[src/rtl/divmod_pkg.sv]
`timescale 1ns/1ps
package divmod_pkg;

   typedef enum logic [1:0] {
      DM_TQUO = 2'b00,
      DM_TREM = 2'b01,
      DM_FQUO = 2'b10,
      DM_FMOD = 2'b11
   } dm_mode_e;

   typedef enum logic [2:0] {
      ST_IDLE,
      ST_PREP,
      ST_RUN,
      ST_FIN,
      ST_DONE
   } dm_state_e;

   function automatic int dm_max(input int x, input int y);
      return (x > y) ? x : y;
   endfunction

endpackage

[src/rtl/divmod_pre.sv]
`timescale 1ns/1ps
// Operand conditioning ahead of the unsigned core.
module divmod_pre
   import divmod_pkg::*;
#(
   parameter int A_W = 8,
   parameter int B_W = 8,
   parameter int W   = 8
) (
   input  dm_mode_e         mode,
   input  logic [A_W-1:0]   a,
   input  logic [B_W-1:0]   b,
   input  logic             a_sgn,
   input  logic             b_sgn,
   output logic [W-1:0]     num,
   output logic [W-1:0]     den,
   output logic             sgn,
   output logic             neg_a,
   output logic             neg_b,
   output logic             inv_q
);

   logic [W-1:0] ax, bx;
   logic [W-1:0] mag_a, mag_b;
   logic [W:0]   ax_wide, fl_a;
   logic [W-1:0] fl_b, fl_num;
   logic         b_neg;

   assign sgn = a_sgn & b_sgn;

   // Widen each operand to the common width; the variant depends on
   // whether that operand is already the wide one.
   generate
      if (A_W < W) begin : g_a_ext
         assign ax = {{(W-A_W){sgn & a[A_W-1]}}, a};
      end else begin : g_a_same
         assign ax = a;
      end
      if (B_W < W) begin : g_b_ext
         assign bx = {{(W-B_W){sgn & b[B_W-1]}}, b};
      end else begin : g_b_same
         assign bx = b;
      end
   endgenerate

   assign neg_a = sgn & ax[W-1];
   assign neg_b = sgn & bx[W-1];
   assign b_neg = neg_b;

   // Magnitudes as unsigned W-bit values (the most negative value maps
   // to 2^(W-1), which is representable unsigned).
   assign mag_a = neg_a ? (~ax + W'(1)) : ax;
   assign mag_b = neg_b ? (~bx + W'(1)) : bx;

   // Floor-quotient path: flip both signs on a negative divisor, then
   // fold a negative dividend with one's complement. The dividend is held
   // one bit wider so negating the most negative value cannot wrap.
   assign ax_wide = {neg_a, ax};
   assign fl_a    = b_neg ? (~ax_wide + (W+1)'(1)) : ax_wide;
   assign fl_b    = b_neg ? (~bx + W'(1)) : bx;
   assign fl_num  = fl_a[W] ? ~fl_a[W-1:0] : fl_a[W-1:0];
   assign inv_q   = sgn & fl_a[W];

   always_comb begin
      if (!sgn) begin
         num = ax;
         den = bx;
      end else if (mode == DM_FQUO) begin
         num = fl_num;
         den = fl_b;
      end else begin
         num = mag_a;
         den = mag_b;
      end
   end

endmodule

[src/rtl/divmod_core.sv]
`timescale 1ns/1ps
// Unsigned restoring divider, one quotient bit per step.
module divmod_core #(
   parameter int W = 8
) (
   input  logic           clk,
   input  logic           rst_n,
   input  logic           load,
   input  logic           step,
   input  logic [W-1:0]   num,
   input  logic [W-1:0]   den,
   output logic [W-1:0]   quo,
   output logic [W-1:0]   rem,
   output logic [W-1:0]   dvs
);

   logic [W:0] shifted;
   logic [W:0] trial;
   logic       fits;

   assign shifted = {rem, quo[W-1]};
   assign trial   = shifted - {1'b0, dvs};
   assign fits    = ~trial[W];

   always_ff @(posedge clk or negedge rst_n) begin
      if (!rst_n) begin
         quo <= '0;
         rem <= '0;
         dvs <= '0;
      end else if (load) begin
         quo <= num;
         rem <= '0;
         dvs <= den;
      end else if (step) begin
         quo <= {quo[W-2:0], fits};
         rem <= fits ? trial[W-1:0] : shifted[W-1:0];
      end
   end

endmodule

[src/rtl/divmod_post.sv]
`timescale 1ns/1ps
// Result reconstruction after the unsigned core, then output resize.
module divmod_post
   import divmod_pkg::*;
#(
   parameter int W   = 8,
   parameter int Y_W = 8
) (
   input  dm_mode_e         mode,
   input  logic             sgn,
   input  logic             neg_a,
   input  logic             neg_b,
   input  logic             inv_q,
   input  logic [W-1:0]     quo,
   input  logic [W-1:0]     rem,
   input  logic [W-1:0]     dvs,
   output logic [Y_W-1:0]   y
);

   logic [W-1:0] res;
   logic [W-1:0] wrap_r;
   logic         wrap;

   assign wrap   = (neg_a ^ neg_b) & (|rem);
   assign wrap_r = wrap ? (dvs - rem) : rem;

   always_comb begin
      if (!sgn) begin
         res = (mode == DM_TREM || mode == DM_FMOD) ? rem : quo;
      end else begin
         unique case (mode)
            DM_TQUO: res = (neg_a ^ neg_b) ? (~quo + W'(1)) : quo;
            DM_TREM: res = neg_a ? (~rem + W'(1)) : rem;
            DM_FQUO: res = inv_q ? ~quo : quo;
            default: res = neg_b ? (~wrap_r + W'(1)) : wrap_r;
         endcase
      end
   end

   generate
      if (Y_W > W) begin : g_y_ext
         assign y = {{(Y_W-W){sgn & res[W-1]}}, res};
      end else if (Y_W == W) begin : g_y_same
         assign y = res;
      end else begin : g_y_cut
         assign y = res[Y_W-1:0];
      end
   endgenerate

endmodule

[src/rtl/divmod_unit.sv]
`timescale 1ns/1ps
module divmod_unit
   import divmod_pkg::*;
#(
   parameter int A_W = 8,
   parameter int B_W = 8,
   parameter int Y_W = 8
) (
   input  logic             clk,
   input  logic             rst_n,
   input  logic             start,
   input  logic [A_W-1:0]   a,
   input  logic [B_W-1:0]   b,
   input  logic             a_signed,
   input  logic             b_signed,
   input  logic [1:0]       mode,
   output logic             busy,
   output logic             done,
   output logic [Y_W-1:0]   y
);

   localparam int W    = dm_max(A_W, B_W);
   localparam int CW   = $clog2(W);
   localparam logic [CW-1:0] LAST = CW'(W - 1);

   generate
      if (W < 2) begin : g_bad_width
         $error("divmod_unit: operand width must be at least 2");
      end
      if (Y_W < 1 || Y_W > 64) begin : g_bad_y
         $error("divmod_unit: Y_W must lie in 1..64");
      end
   endgenerate

   dm_state_e      state_q;
   logic [CW-1:0]  cnt_q;
   logic [A_W-1:0] op_a;
   logic [B_W-1:0] op_b;
   logic           op_sa, op_sb;
   dm_mode_e       op_mode;
   logic           f_sgn, f_na, f_nb, f_inv;
   logic [Y_W-1:0] y_q;

   logic [W-1:0]   p_num, p_den;
   logic           p_sgn, p_na, p_nb, p_inv;
   logic [W-1:0]   c_quo, c_rem, c_dvs;
   logic [Y_W-1:0] post_y;
   logic           accept;

   assign accept = start & ((state_q == ST_IDLE) | (state_q == ST_DONE));

   divmod_pre #(.A_W(A_W), .B_W(B_W), .W(W)) u_pre (
      .mode  (op_mode),
      .a     (op_a),
      .b     (op_b),
      .a_sgn (op_sa),
      .b_sgn (op_sb),
      .num   (p_num),
      .den   (p_den),
      .sgn   (p_sgn),
      .neg_a (p_na),
      .neg_b (p_nb),
      .inv_q (p_inv)
   );

   divmod_core #(.W(W)) u_core (
      .clk   (clk),
      .rst_n (rst_n),
      .load  (state_q == ST_PREP),
      .step  (state_q == ST_RUN),
      .num   (p_num),
      .den   (p_den),
      .quo   (c_quo),
      .rem   (c_rem),
      .dvs   (c_dvs)
   );

   divmod_post #(.W(W), .Y_W(Y_W)) u_post (
      .mode  (op_mode),
      .sgn   (f_sgn),
      .neg_a (f_na),
      .neg_b (f_nb),
      .inv_q (f_inv),
      .quo   (c_quo),
      .rem   (c_rem),
      .dvs   (c_dvs),
      .y     (post_y)
   );

   always_ff @(posedge clk or negedge rst_n) begin
      if (!rst_n) begin
         state_q <= ST_IDLE;
         cnt_q   <= '0;
         op_a    <= '0;
         op_b    <= '0;
         op_sa   <= 1'b0;
         op_sb   <= 1'b0;
         op_mode <= DM_TQUO;
         f_sgn   <= 1'b0;
         f_na    <= 1'b0;
         f_nb    <= 1'b0;
         f_inv   <= 1'b0;
         y_q     <= '0;
      end else begin
         unique case (state_q)
            ST_IDLE, ST_DONE: begin
               if (accept) begin
                  op_a    <= a;
                  op_b    <= b;
                  op_sa   <= a_signed;
                  op_sb   <= b_signed;
                  op_mode <= dm_mode_e'(mode);
                  state_q <= ST_PREP;
               end else begin
                  state_q <= ST_IDLE;
               end
            end
            ST_PREP: begin
               f_sgn   <= p_sgn;
               f_na    <= p_na;
               f_nb    <= p_nb;
               f_inv   <= p_inv;
               cnt_q   <= '0;
               state_q <= ST_RUN;
            end
            ST_RUN: begin
               if (cnt_q == LAST) state_q <= ST_FIN;
               else               cnt_q   <= cnt_q + CW'(1);
            end
            ST_FIN: begin
               y_q     <= post_y;
               state_q <= ST_DONE;
            end
            default: state_q <= ST_IDLE;
         endcase
      end
   end

   assign busy = (state_q == ST_PREP) | (state_q == ST_RUN) | (state_q == ST_FIN);
   assign done = (state_q == ST_DONE);
   assign y    = y_q;

endmodule

[config.mk]
export PLATFORM = sky130hd
export DESIGN_NAME = divmod_unit
export DESIGN_NICKNAME = d
export VERILOG_FILES = /design/src/rtl/divmod_pkg.sv /design/src/rtl/divmod_pre.sv /design/src/rtl/divmod_core.sv /design/src/rtl/divmod_post.sv /design/src/rtl/divmod_unit.sv
export SDC_FILE = /design/constraint.sdc
export NUM_CORES = 1
export LEC_CHECK = 0
export BUFFER_PORTS_ARGS = -buffer_cell sky130_fd_sc_hd__buf_2
export CORE_ASPECT_RATIO = 1.4
export CORE_MARGIN = 10
export CORE_UTILIZATION = 55
export CTS_CLUSTER_DIAMETER = 40
export DETAILED_ROUTE_END_ITERATION = 7
export GPL_TIMING_DRIVEN = 1
export PLACE_DENSITY = 0.74
export SLEW_MARGIN = 5
export SYNTH_ARGS = -nofsm -noshare
export SYNTH_HDL_FRONTEND = slang
export SYNTH_SLANG_ARGS = --single-unit
export TNS_END_PERCENT = 10
[constraint.sdc]
create_clock -name clk -period 6.3 [get_ports clk]
set_input_delay 0.63 -clock clk [delete_from_list [all_inputs] [get_ports clk]]
set_output_delay 0.63 -clock clk [all_outputs]
set_load 0.005 [all_outputs]
== Word-level counts from Yosys, hierarchy flattened ==
Cells that the tools add are included.
Storage, ports and cells
  flip-flop bits (word level): 62
  input port bits: 23
  output and inout port bits: 10
  logic and storage cells: 85
Cells by class
  add/subtract/negate cells: 9
  eq/ne operators: 10
  muxes and demuxes: 25
  bitwise gates (word level): 18
  reduce and logical (&&, ||, !) cells: 8
Operators with widths (number)
  $mux W8: 18
  $not A8 Y8: 6
  $add A8 B1 Y8 const B: 5
  $pmux W8 S3: 1
  $pmux W3 S4: 1
  $add A9 B1 Y9 const B: 1
  $mux W9: 1
  $not A9 Y9: 1
  $sub A9 B8 Y9: 1
  $reduce_or A8 Y1: 1
  $sub A8 B8 Y8: 1
  $and A1 B1 Y1: 6
  $eq A3 B2 Y1 const B: 2
  $eq A3 B3 Y1 const B: 2
  $mux W3: 2
  $pmux W3 S2: 1
  $eq A2 B2 Y1 const B: 2
  $ne A2 B2 Y1 const B: 2
  $reduce_and A2 Y1: 2
  $add A3 B1 Y3 const B: 1
  $eq A3 B1 Y1 const B: 1
  $logic_not A3 Y1: 1
  $or A1 B1 Y1: 3
  $eq A2 B1 Y1 const B: 1
  7 further kinds: 7

== Logic depth before layout (Yosys ltp) ==
Gate-level depths: netlist (run 1).
  depth after elaboration: 10
  gate-level depth with buffers: 13
  depth with buffers taken out: 12

== Modules after synthesis ==
A second synthesis (run 1) with hierarchy kept.
Second synthesis, totals
  cell total of the unflattened synthesis: 560
  area total of the unflattened synthesis: 4884.7 um2
Modules (own cells, without submodules)
  divmod_unit: instances 1, cells an instance 99, area each 1557.7 um2
  divmod_core: instances 1, cells an instance 160, area each 1450.1 um2
  divmod_post: instances 1, cells an instance 206, area each 1282.5 um2
  divmod_pre: instances 1, cells an instance 95, area each 594.3 um2

== Worst setup path after synthesis (run 1) ==
No wires, ideal clock.
  path type: reg2reg
  from: register u_core.rem[0]
  to: register y_q[5], in the netlist y[5]
  library setup time: 0.132 ns
  data arrival time: 2.675 ns
  required time: 6.168 ns
  slack: 3.493 ns
  stages on the path, launching flop included: 11
  path buffers: 0
  clock period less this slack: 2.807 ns
  cell sequence: dfrtp_1 -> ha_1 -> inv_1 -> fa_1 -> and3_1 -> or3_1 -> a32o_2 -> or2_1 -> o211a_1 -> o311ai_1 -> a21oi_1
On the way
  word-level cells in the longest chain between the ends: 8
  elaborated cells between the ends (all ways): 12
  those cells by class: add/sub: 3; mux: 5; bitwise: 3; reduce/logical: 1
Ends and longest elaborated chain
  from (decl): line divmod_core.sv:13  | output logic [W-1:0] rem,
  from (signal assigned): line divmod_core.sv:36  | rem <= fits ? trial[W-1:0] : shifted[W-1:0];
  branches (longest 6 deep; another with $sub A8 B8 Y8)
  $pmux W8 S3 (*): line divmod_post.sv:31  | unique case (mode)
  $mux W8 (*): line divmod_post.sv:28  | if (!sgn) begin
  to (signal assigned): line divmod_unit.sv:131  | y_q <= post_y;
  to (decl): line divmod_unit.sv:42  | logic [Y_W-1:0] y_q;
Every way passes the cells marked *.
A chain may end at the register's enable or synchronous reset.

== Final worst setup path (run 1) ==
  from: register u_core.rem[1]
  to: register y_q[4], in the netlist y[4]
Same word-level chain as after synthesis.

==> results.md, run 1 <==
* Placer's final routability congestion estimate at 0.9364
* Pin count of the biggest net entering global routing at 63
* Post-CTS resize count at 0
* Critical-path maximum fanout at 14
* Total of max-cap violations at 0
* Initial antenna violation count at 0
* Starting Density at 56.30%
* Total core area at 0.008558 sq mm
* Clock sink count at 62
* Hold_buf cts at 0
* Die X at 99.11 um
* RSZ-0062 raised after global routing: no
* First-pass GRT wire length at 20.33 mm
* Required time of the critical path at 6.46 ns
* Worst Setup Start Kind: flip-flop
* Worst-path clk slew at 0.05 ns
* Setup bufs post-CTS at 0
* Status: finished, final reports clean
* Total of warnings raised by yosys at 0
* WL/cell at 17.63 um
* Critical path's top delay family: compound AO/OA/AOI/OAI gates
* Via count at 4274
* Share of the synthesized area in the top cell type at 32.20%
* Tightest Pin Transition at 1.088 ns
* Post-synth top area cell: dfrtp_1
* Worst path slowest cell: a21oi_2
* WP buf/inv at 1
* Dominant cell by count in the synthesized netlist: dfrtp_1
* Mapped Nets at 613
* HP Class: input pin to async pin
* Flops & latches, synth at 62
* Gate Count Post-Synth at 566
* Max-slew violations at 0
* Avg Inst Size Synth at 8.513 sq um
* Syn-to-layout area delta at 8.699%
* # rows at 40
* Final wirelength at 12.09 mm
* PortBufs at 32
* Vias per inst at 6.230
* Fmax at 315.8 MHz
* Antenna cells at 0
* # fillers at 737
* Cell repeated most along the worst path: ha_1
* Total Neg Setup Slack at 0 ns
* Root Buffer: clkbuf_16
* Final Instance Area at 0.005238 sq mm
* Final net count at 623
* CP arrival at 3.33 ns
* Clk Latency, worst-skew pair at 0.33 ns
* Minimum clock period at 3.166 ns
* Crit-path cells: inv_1, ha_1, nor3b_2, a21oi_2, nor2_1, a21oi_1, ha_1, o221ai_1, a21o_1, nor4b_1, o311ai_1, o311ai_0
* Dpl cell area at 0.004935 sq mm
* Tot GR Track Use at 18.95%
* Total CTS buffers at 9
* Height of the die at 130.7 um
* Clock Skews at 0.006467 ns
* I/O Pins at 33
* PwrDens at 640.1 mW/mm^2
* Final hold violation count at 0
* Final cycle utilization of the critical path at 50.26%
* Crit. End Element: flip-flop
* Setup violators final at 0
* VDD IR-drop max at 0.0003307 V
* H-tree Lvls at 3
* Slew HR at 27.12%
* Drt initial violations at 308
* Grt ovf at 0
* Die area at 0.01296 sq mm
* CTS tree: done
* Number of enable flip-flop cells after synthesis at 0
* Ranking of synthesized cells by area: dfrtp_1 (32%), ha_1 (5.7%), o21ai_0 (4.6%)
* DP Worst Slack at 3.163 ns
* # DRC at 0
* P_leak at 2.236 nW
* Seq/Total Area, Yosys at 32.20%
* Vias in the first global route at 4292
* Post-synth ARST share at 100.0%
* Layout cells sized above 1 at 13.43%
* DPL Wire Length at 8.971 mm
* Pre-antenna DRT Iters at 5
* Worst R2R Setup Slack at 3.13 ns
* Cell area after synthesis at 0.004818 sq mm
* Routed Antenna Nets at 0
* CTS Buffer Depth at 2
* Critical path's largest stage delay at 0.50 ns
* Commonest cells post-synth: dfrtp_1 (62), nand2_1 (57), nor2_1 (45), o21ai_0 (44), inv_1 (34)
* Synth unique cells at 71
* Prevailing post-synth register cell: dfrtp_1
* Setup WS post-layout at 3.134 ns
* Critical path class: flip-flop to flip-flop
==> state kept, by name (all words and copies together) (netlist names) <==
register	flops
cnt_q	3
u_core.rem	8
state_q	3
op_b	8
f_inv	1
op_mode	2
op_a	8
y	8
op_sa	1
f_na	1
f_sgn	1
op_sb	1
u_core.dvs	8
u_core.quo	8
f_nb	1
==> area by class of cell <==
class	instances	area [sq um]	area share, %
multi-input cells	434	2945	56.24
clock buffers	13	260.3	4.969
clock inverters	3	42.54	0.8122
flip-flops and latches	62	1551	29.62
inverters	35	131.4	2.508
well taps	105	131.4	2.508
repair buffers	34	175.2	3.344
==> power by group <==
part	switching (mW)	internal, mW	leakage [nW]	total, mW
clock network	0.174	0.327	0.146	0.501
registers	0.317	0.578	0.773	0.896
logic	1.10	0.858	1.32	1.96
==> per-stage QoR <==
stage	std cells	hold WS, ns	total power, mW	util, %
2_1_floorplan	566	0.3344	2.414	-
3_3_place_gp	670	0.4537	2.756	57.66
3_5_place_dp	670	0.4608	2.823	57.66
4_1_cts	686	0.4807	3.343	61.20
5_1_grt	686	0.5135	3.645	61.20
6_report	686	0.4545	3.353	61.20
==> layer usage <==
layer	up-vias	share of wire [%]	global-route usage [%]
met4	0	3.0	9.298
met2	165	52	34.29
li1	2064	-	-
met5	-	0	0
met1	2016	40	21.30
met3	29	5.0	2.522
==> cells in the final DEF (no fill, tap or decap), drive strengths merged, types with 3 or more instances in the layout <==
| master | n |
|---|---|
| o311ai | 3 |
| buf | 34 |
| mux2i | 12 |
| ha | 22 |
| xor2 | 14 |
| a211oi | 8 |
| o211ai | 9 |
| or2 | 3 |
| and2 | 7 |
| nor3b | 5 |
| xnor2 | 27 |
| o22ai | 15 |
| o41ai | 3 |
| o221ai | 3 |
| nand3 | 15 |
| dfrtp | 62 |
| nor2 | 46 |
| nor2b | 7 |
| a311oi | 3 |
| a21oi | 32 |
| a32oi | 6 |
| a22o | 3 |
| mux2 | 15 |
| a22oi | 3 |
| or3b | 4 |
| a31oi | 7 |
| o21ai | 46 |
| nor3 | 11 |
| inv | 34 |
| or3 | 5 |
| a21o | 8 |
| o31ai | 5 |
| clkbuf | 13 |
| nand2 | 57 |
==> kinds of logic after synthesis <==
logic type / after synthesis / synth area share, %
muxes: 27 / 5.999
adders and majority gates: 24 / 6.544
buffers and inverters: 70 / 6.777
xor gates and xnor gates: 41 / 7.764
DFF: 62 / 32.20
AOI/OAI and AO/OA: 171 / 23.61
and+or+nand+nor: 171 / 17.11
==> worst reg2reg max path: stages, from the launching register on <==
cell and delay, ns:
dfrtp_1 0.48, inv_1 0.19, ha_1 0.25, nor3b_2 0.19, a21oi_2 0.50, nor2_1 0.08, a21oi_1 0.19, ha_1 0.20
o221ai_1 0.14, a21o_1 0.20, nor4b_1 0.14, o311ai_1 0.28, o311ai_0 0.18
==> path summary, 6_finish.rpt <==
kind                               startpoint            end  cells past startpoint
max in group asynchronous               rst_n           y[4]                      2
worst max-delay path            u_core.rem[1]           y[4]                     12
worst max register to register  u_core.rem[1]           y[4]                     12
min in group clk                         y[3]           y[3]                      2
worst min-delay path                    rst_n  u_core.rem[6]                      2
worst min register to register           y[3]           y[3]                      2
No activity file was read; power rests on OpenSTA's default activity.
==> run 2, diff against run 1 <==
- ABC_AREA: unset -> 1
- PLACE_DENSITY: 0.74 -> 0.73
- clock period: 6.3 -> 3.3 ns (I/O delays scaled with it)
==> run 2 against run 1 <==
Die area is 2.4% higher. Register-to-register slack worse by 2.6 ns. Combinational power is 110% higher. Critical path depth fell by 2. Synthesized cell count up 27%. Maximum frequency increased by 17%. Sequential share of layout area shrank 1.4 points. Design area rose by 4.8%. Clock skew grew 0.0048 ns.
==> results.md, run 2 <==
* Gate Count Post-Synth at 718
* Crit-path cells: xor2_2, o21ai_2, nand2_2, nand2_4, ha_1, nor2_1, xor2_1, nor2_1, o21ai_0, a31oi_1
* Share of the synthesized area in the top cell type at 31.29%
* Worst Setup Start Kind: flip-flop
* Vias per inst at 5.594
* Worst R2R Setup Slack at 0.58 ns
* Critical path's largest stage delay at 0.68 ns
* I/O Pins at 33
* Layout cells sized above 1 at 12.53%
* Most common cell after layout, fill and taps aside: nand2_1
* Tot GR Track Use at 20.91%
* Final net count at 792
* Total of warnings raised by yosys at 0
* Die area at 0.01327 sq mm
* Fmax at 368.1 MHz
* Worst-path clk slew at 0.06 ns
* Prevailing post-synth register cell: dfrtp_1
* Die X at 100.2 um
* Grt ovf at 0
* H-tree Lvls at 3
* Total of max-cap violations at 0
* Pin count of the biggest net entering global routing at 34
* Worst reg2reg path depth at 10
* # rows at 40
* Required time of the critical path at 3.49 ns
* Critical path's top delay family: XOR/XNOR gates
* Critical-path maximum fanout at 12
* Crit. End Element: flip-flop
* Syn-to-layout area delta at 10.75%
* Total Neg Setup Slack at 0 ns
* Final cycle utilization of the critical path at 82.31%
* Setup bufs post-CTS at 0
* Flops & latches, synth at 62
* Hold_buf cts at 0
* Critical path class: flip-flop to flip-flop
* CTS Buffer Depth at 2
* Starting Density at 56.94%
* Critical path depth at 10
* Commonest cells after routing, fill and taps aside: nand2_1 (189), o21ai_0 (84), inv_1 (77)
* Cells after DPL at 839
* Synth unique cells at 47
* Mapped Nets at 765
* Post-synth ARST share at 100.0%
* Tightest Pin Transition at 0.7990 ns
* Worst path slowest cell: dfrtp_1
* Total core area at 0.008708 sq mm
* Clk Latency, worst-skew pair at 0.34 ns
* DPL Wire Length at 10.59 mm
* CTS tree: done
* VDD IR-drop max at 0.0007505 V
* Clock sink count at 62
* Ranking of synthesized cells by area: dfrtp_1 (31%), nand2_1 (14%), o21ai_0 (8.5%)
* Vias in the first global route at 4727
* Minimum clock period at 2.716 ns
* Non-filler instance count after layout at 855
* Total power at 6.574 mW
* Post-CTS resize count at 0
* Initial antenna violation count at 0
* RSZ-0062 raised after global routing: no
* Total CTS buffers at 9
* First-pass GRT wire length at 22.87 mm
* # fillers at 806
* Final wirelength at 13.51 mm
* Placer's final routability congestion estimate at 0.9863
* Post-synth top area cell: dfrtp_1
* Cell repeated most along the worst path: nor2_1
* Slew HR at 46.68%
* Clock Skews at 0.01123 ns
* PortBufs at 32
* Max-slew violations at 0
* Final hold violation count at 0
* Seq/Total Area, Yosys at 31.29%
* DP Worst Slack at 0.5816 ns
* CP arrival at 2.91 ns
* HP Class: input pin to async pin
* Status: finished, final reports clean
* Avg Inst Size Synth at 6.906 sq um
* Setup violators final at 0
* Routed Antenna Nets at 0
* Number of enable flip-flop cells after synthesis at 0
* Setup WS post-layout at 0.5837 ns
* Antenna cells at 0
* Dominant cell by count in the synthesized netlist: nand2_1
* Commonest cells post-synth: nand2_1 (189), o21ai_0 (84), inv_1 (77), dfrtp_1 (62)
* Pre-antenna DRT Iters at 6
* WP buf/inv at 0
* Root Buffer: clkbuf_16
* Cell area after synthesis at 0.004959 sq mm
* PwrDens at 1197 mW/mm^2
* WL/cell at 15.80 um
* Via count at 4783
* # DRC at 0
* Height of the die at 132.3 um
* P_leak at 2.666 nW
* Drt initial violations at 316
run 2: cell types whose count changed in the layout (fill, tap and decap cells not counted), moves of 12 or more:
cell     previous run  this run
xnor2_1            25         6
a21oi_1            30        49
o21ai_1             2        15
mux2_2             15         0
nand2_1            57       189
inv_1              34        77
nand3_1            15        35
o21ai_0            44        84
mux2i_1            12         0
run 2: cell type report:
type | instances | area [sq um] | share of cell area [%]
Tap cell | 105 | 131.4 | 2.392
Timing Repair Buffer | 38 | 205.2 | 3.737
Sequential cell | 62 | 1551 | 28.25
Clock buffer | 10 | 239.0 | 4.352
Inverter | 87 | 326.6 | 5.947
Clock inverter | 6 | 70.07 | 1.276
Multi-Input combinational cell | 547 | 2968 | 54.04
run 2: stage by stage:
step / utilization (%) / instance area (sq um) / hold slack, ns
finish: 63.06 / 5492 / 0.04547
global route: 63.06 / 5492 / 0.09303
CTS: 63.06 / 5492 / 0.06999
detailed placement: 59.51 / 5182 / 0.4233
global placement: 59.51 / 5182 / 0.4122
floorplan: - / 4959 / 0.03441
run 2: logic make-up (layout without fill, tap and decap cells):
group,count (synthesis),count (layout),synth area share [%]
AOI/OAI and AO/OA,185,185,20.64
xor gates and xnor gates,21,21,4.239
and+or+nand+nor,317,317,28.51
adders and majority gates,24,24,6.359
DFF,62,62,31.29
buffers and inverters,109,141,8.958
run 2: metal layers:
layer | global-route usage (%) | vias up | routed length (um)
met3 | 2.623 | 24 | 448
met1 | 23.63 | 2191 | 5648
met5 | 0 | - | 0
met4 | 8.740 | 0 | 382
li1 | - | 2434 | -
met2 | 37.68 | 134 | 7031
run 2: worst paths after layout:
check                       from            end
max                         f_nb           y[2]
max in group asynchronous  rst_n  u_core.rem[0]
max reg2reg                 f_nb           y[2]
min in group clk            b[5]        op_b[5]
min reg2reg                 y[7]           y[7]
min                        rst_n       cnt_q[0]
run 2: where the power goes:
group | total, mW | internal (mW) | switching (mW)
logic | 4.07 | 1.43 | 2.64
registers | 1.53 | 1.11 | 0.418
clock network | 0.977 | 0.609 | 0.369
total | 6.57 | 3.15 | 3.43
==> run 3, diff against run 2 <==
- clock period: 3.3 -> 2.8 ns (I/O delays scaled with it)
==> run 3 against run 2 <==
Critical path depth up 5. Maximum frequency up 8.1%. Clock-buffer cell count unchanged. Worst setup slack worse by 0.30 ns. Core utilization up 0.20 points. Sequential share of layout area down 0.090 points. Non-clock buffer count up 5.
==> results.md, run 3 (synthesis results as in run 2) <==
* Status: finished, final reports clean
* Gate power share at 63.1%
* CTS Buffer Depth at 2
* Vias per inst at 5.657
* P_int at 3.682 mW
* Worst path slowest cell: dfrtp_1
* WL/cell at 15.67 um
* Total CTS buffers at 9
* VDD IR-drop max at 0.0007550 V
* Dpl cell area at 0.005220 sq mm
* Non-filler instance count after layout at 860
* Initial antenna violation count at 0
* Cell repeated most along the worst path: nand2_1
* Critical path's top delay family: simple AND/OR/NAND/NOR gates
* Worst reg2reg path startpoint: u_core.quo[7]
* Max-slew violations at 0
* Pin count of the biggest net entering global routing at 63
* P_sw at 4.078 mW
* Setup violators final at 0
* Clock sink count at 62
* Syn-to-layout area delta at 11.10%
* DPL Wire Length at 10.50 mm
* Hold_buf cts at 0
* Die area at 0.01327 sq mm
* # DRC at 0
* Total power at 7.760 mW
* Crit. End Element: flip-flop
* P_leak at 2.682 nW
* Starting Density at 56.94%
* HP Class: input pin to async pin
* Final cycle utilization of the critical path at 89.77%
* Placer's final routability congestion estimate at 0.9818
* # rows at 40
* Routed Antenna Nets at 0
* Minimum clock period at 2.514 ns
* PwrDens at 1409 mW/mm^2
* Grt ovf at 0
* Final Instance Area at 0.005509 sq mm
* CP startpoint: u_core.quo[7]
* DP Worst Slack at 0.2437 ns
* First-pass GRT wire length at 22.80 mm
* Total of max-cap violations at 0
* Tightest Pin Transition at 0.8221 ns
* RSZ-0062 raised after global routing: no
* Final wirelength at 13.48 mm
* Via count at 4865
* Total Neg Setup Slack at 0 ns
* Die X at 100.2 um
* Root Buffer: clkbuf_16
* Vias in the first global route at 4885
* Setup WS post-layout at 0.2864 ns
* Seq pwr share at 23.2%
* Antenna cells at 0
* Clock Power Share at 13.6%
* Critical path class: flip-flop to flip-flop
* H-tree Lvls at 3
* Drt initial violations at 377
* Pre-antenna DRT Iters at 6
* CP arrival at 2.72 ns
* Required time of the critical path at 3.01 ns
* Final net count at 797
* WHS at 0.1126 ns
* Clk Latency, worst-skew pair at 0.34 ns
* Worst-path clk slew at 0.06 ns
* Cells after DPL at 844
* Net Sw Frac at 52.55%
* WP buf/inv at 3
* Tot GR Track Use at 20.82%
* PortBufs at 32
* CTS tree: done
* Util after Layout at 63.26%
* Total core area at 0.008708 sq mm
* Critical-path maximum fanout at 16
* Most common cell after layout, fill and taps aside: nand2_1
* Final hold violation count at 0
* Crit-path cells: inv_1, ha_1, inv_1, fa_1, nand2_1, inv_1, o21ai_1, nand2_1, nand2_1, o311ai_1, or2_1, nand2_4, nand2_1, o211ai_1, o21ai_0
* Critical path's largest stage delay at 0.42 ns
* Slew HR at 45.14%
* Layout cells sized above 1 at 13.11%
* Commonest cells after routing, fill and taps aside: nand2_1 (189), o21ai_0 (84), inv_1 (77)
* Fmax at 397.8 MHz
* Worst Setup Start Kind: flip-flop
* I/O Pins at 33
* Clock Skews at 0.006302 ns
* Height of the die at 132.3 um
## run 3: cell count changes in the layout (fill, tap and decap cells not counted)
cell | before | now
nand2_4 | 4 | 5
bufinv_16 | 1 | 0
nand2_2 | 9 | 8
clkinv_4 | 1 | 0
clkinv_2 | 0 | 1
buf_4 | 6 | 11
inv_6 | 1 | 2
## run 3: repair_timing
item / in CTS / in global routing
resized for setup: 0 / 1
setup endpoints to repair: 0 / 1
buffers inserted: 0 / 0
## run 3: power groups by stage
stage	Combinational, mW	Sequential [mW]	Clock, mW
3_3_place_gp	4.71	1.79	0
3_5_place_dp	4.81	1.80	0
4_1_cts	4.86	1.79	1.07
2_1_floorplan	3.83	1.63	0
5_1_grt	5.54	1.86	1.12
6_report	4.90	1.80	1.06
## run 3: area by class of cell
| type | count | area [sq um] |
|---|---|---|
| Inverter | 87 | 326.6 |
| Timing Repair Buffer | 43 | 242.7 |
| Fill cell | 810 | 3199 |
| Multi-Input combinational cell | 547 | 2973 |
| Clock inverter | 6 | 45.04 |
| Sequential cell | 62 | 1551 |
| Tap cell | 105 | 131.4 |
| Clock buffer | 10 | 239.0 |
## run 3: worst paths after layout
path                            endpoint  slack [ns]  cells after the start
max reg2reg                u_core.rem[7]        0.29                     15
max                        u_core.rem[7]        0.29                     15
max in group asynchronous  u_core.rem[0]        2.16                      2
min reg2reg                         y[5]        0.47                      2
min in group clk                   op_sb        0.13                      3
min                             cnt_q[0]        0.11                      2
## run 3: metal layers
metal	wire (um)	vias to the layer above	track usage, %
li1	-	2448	-
met1	5531	2228	23.54
met2	6802	141	35.46
met3	595	48	4.092
met4	547	0	10.94
met5	0	-	0
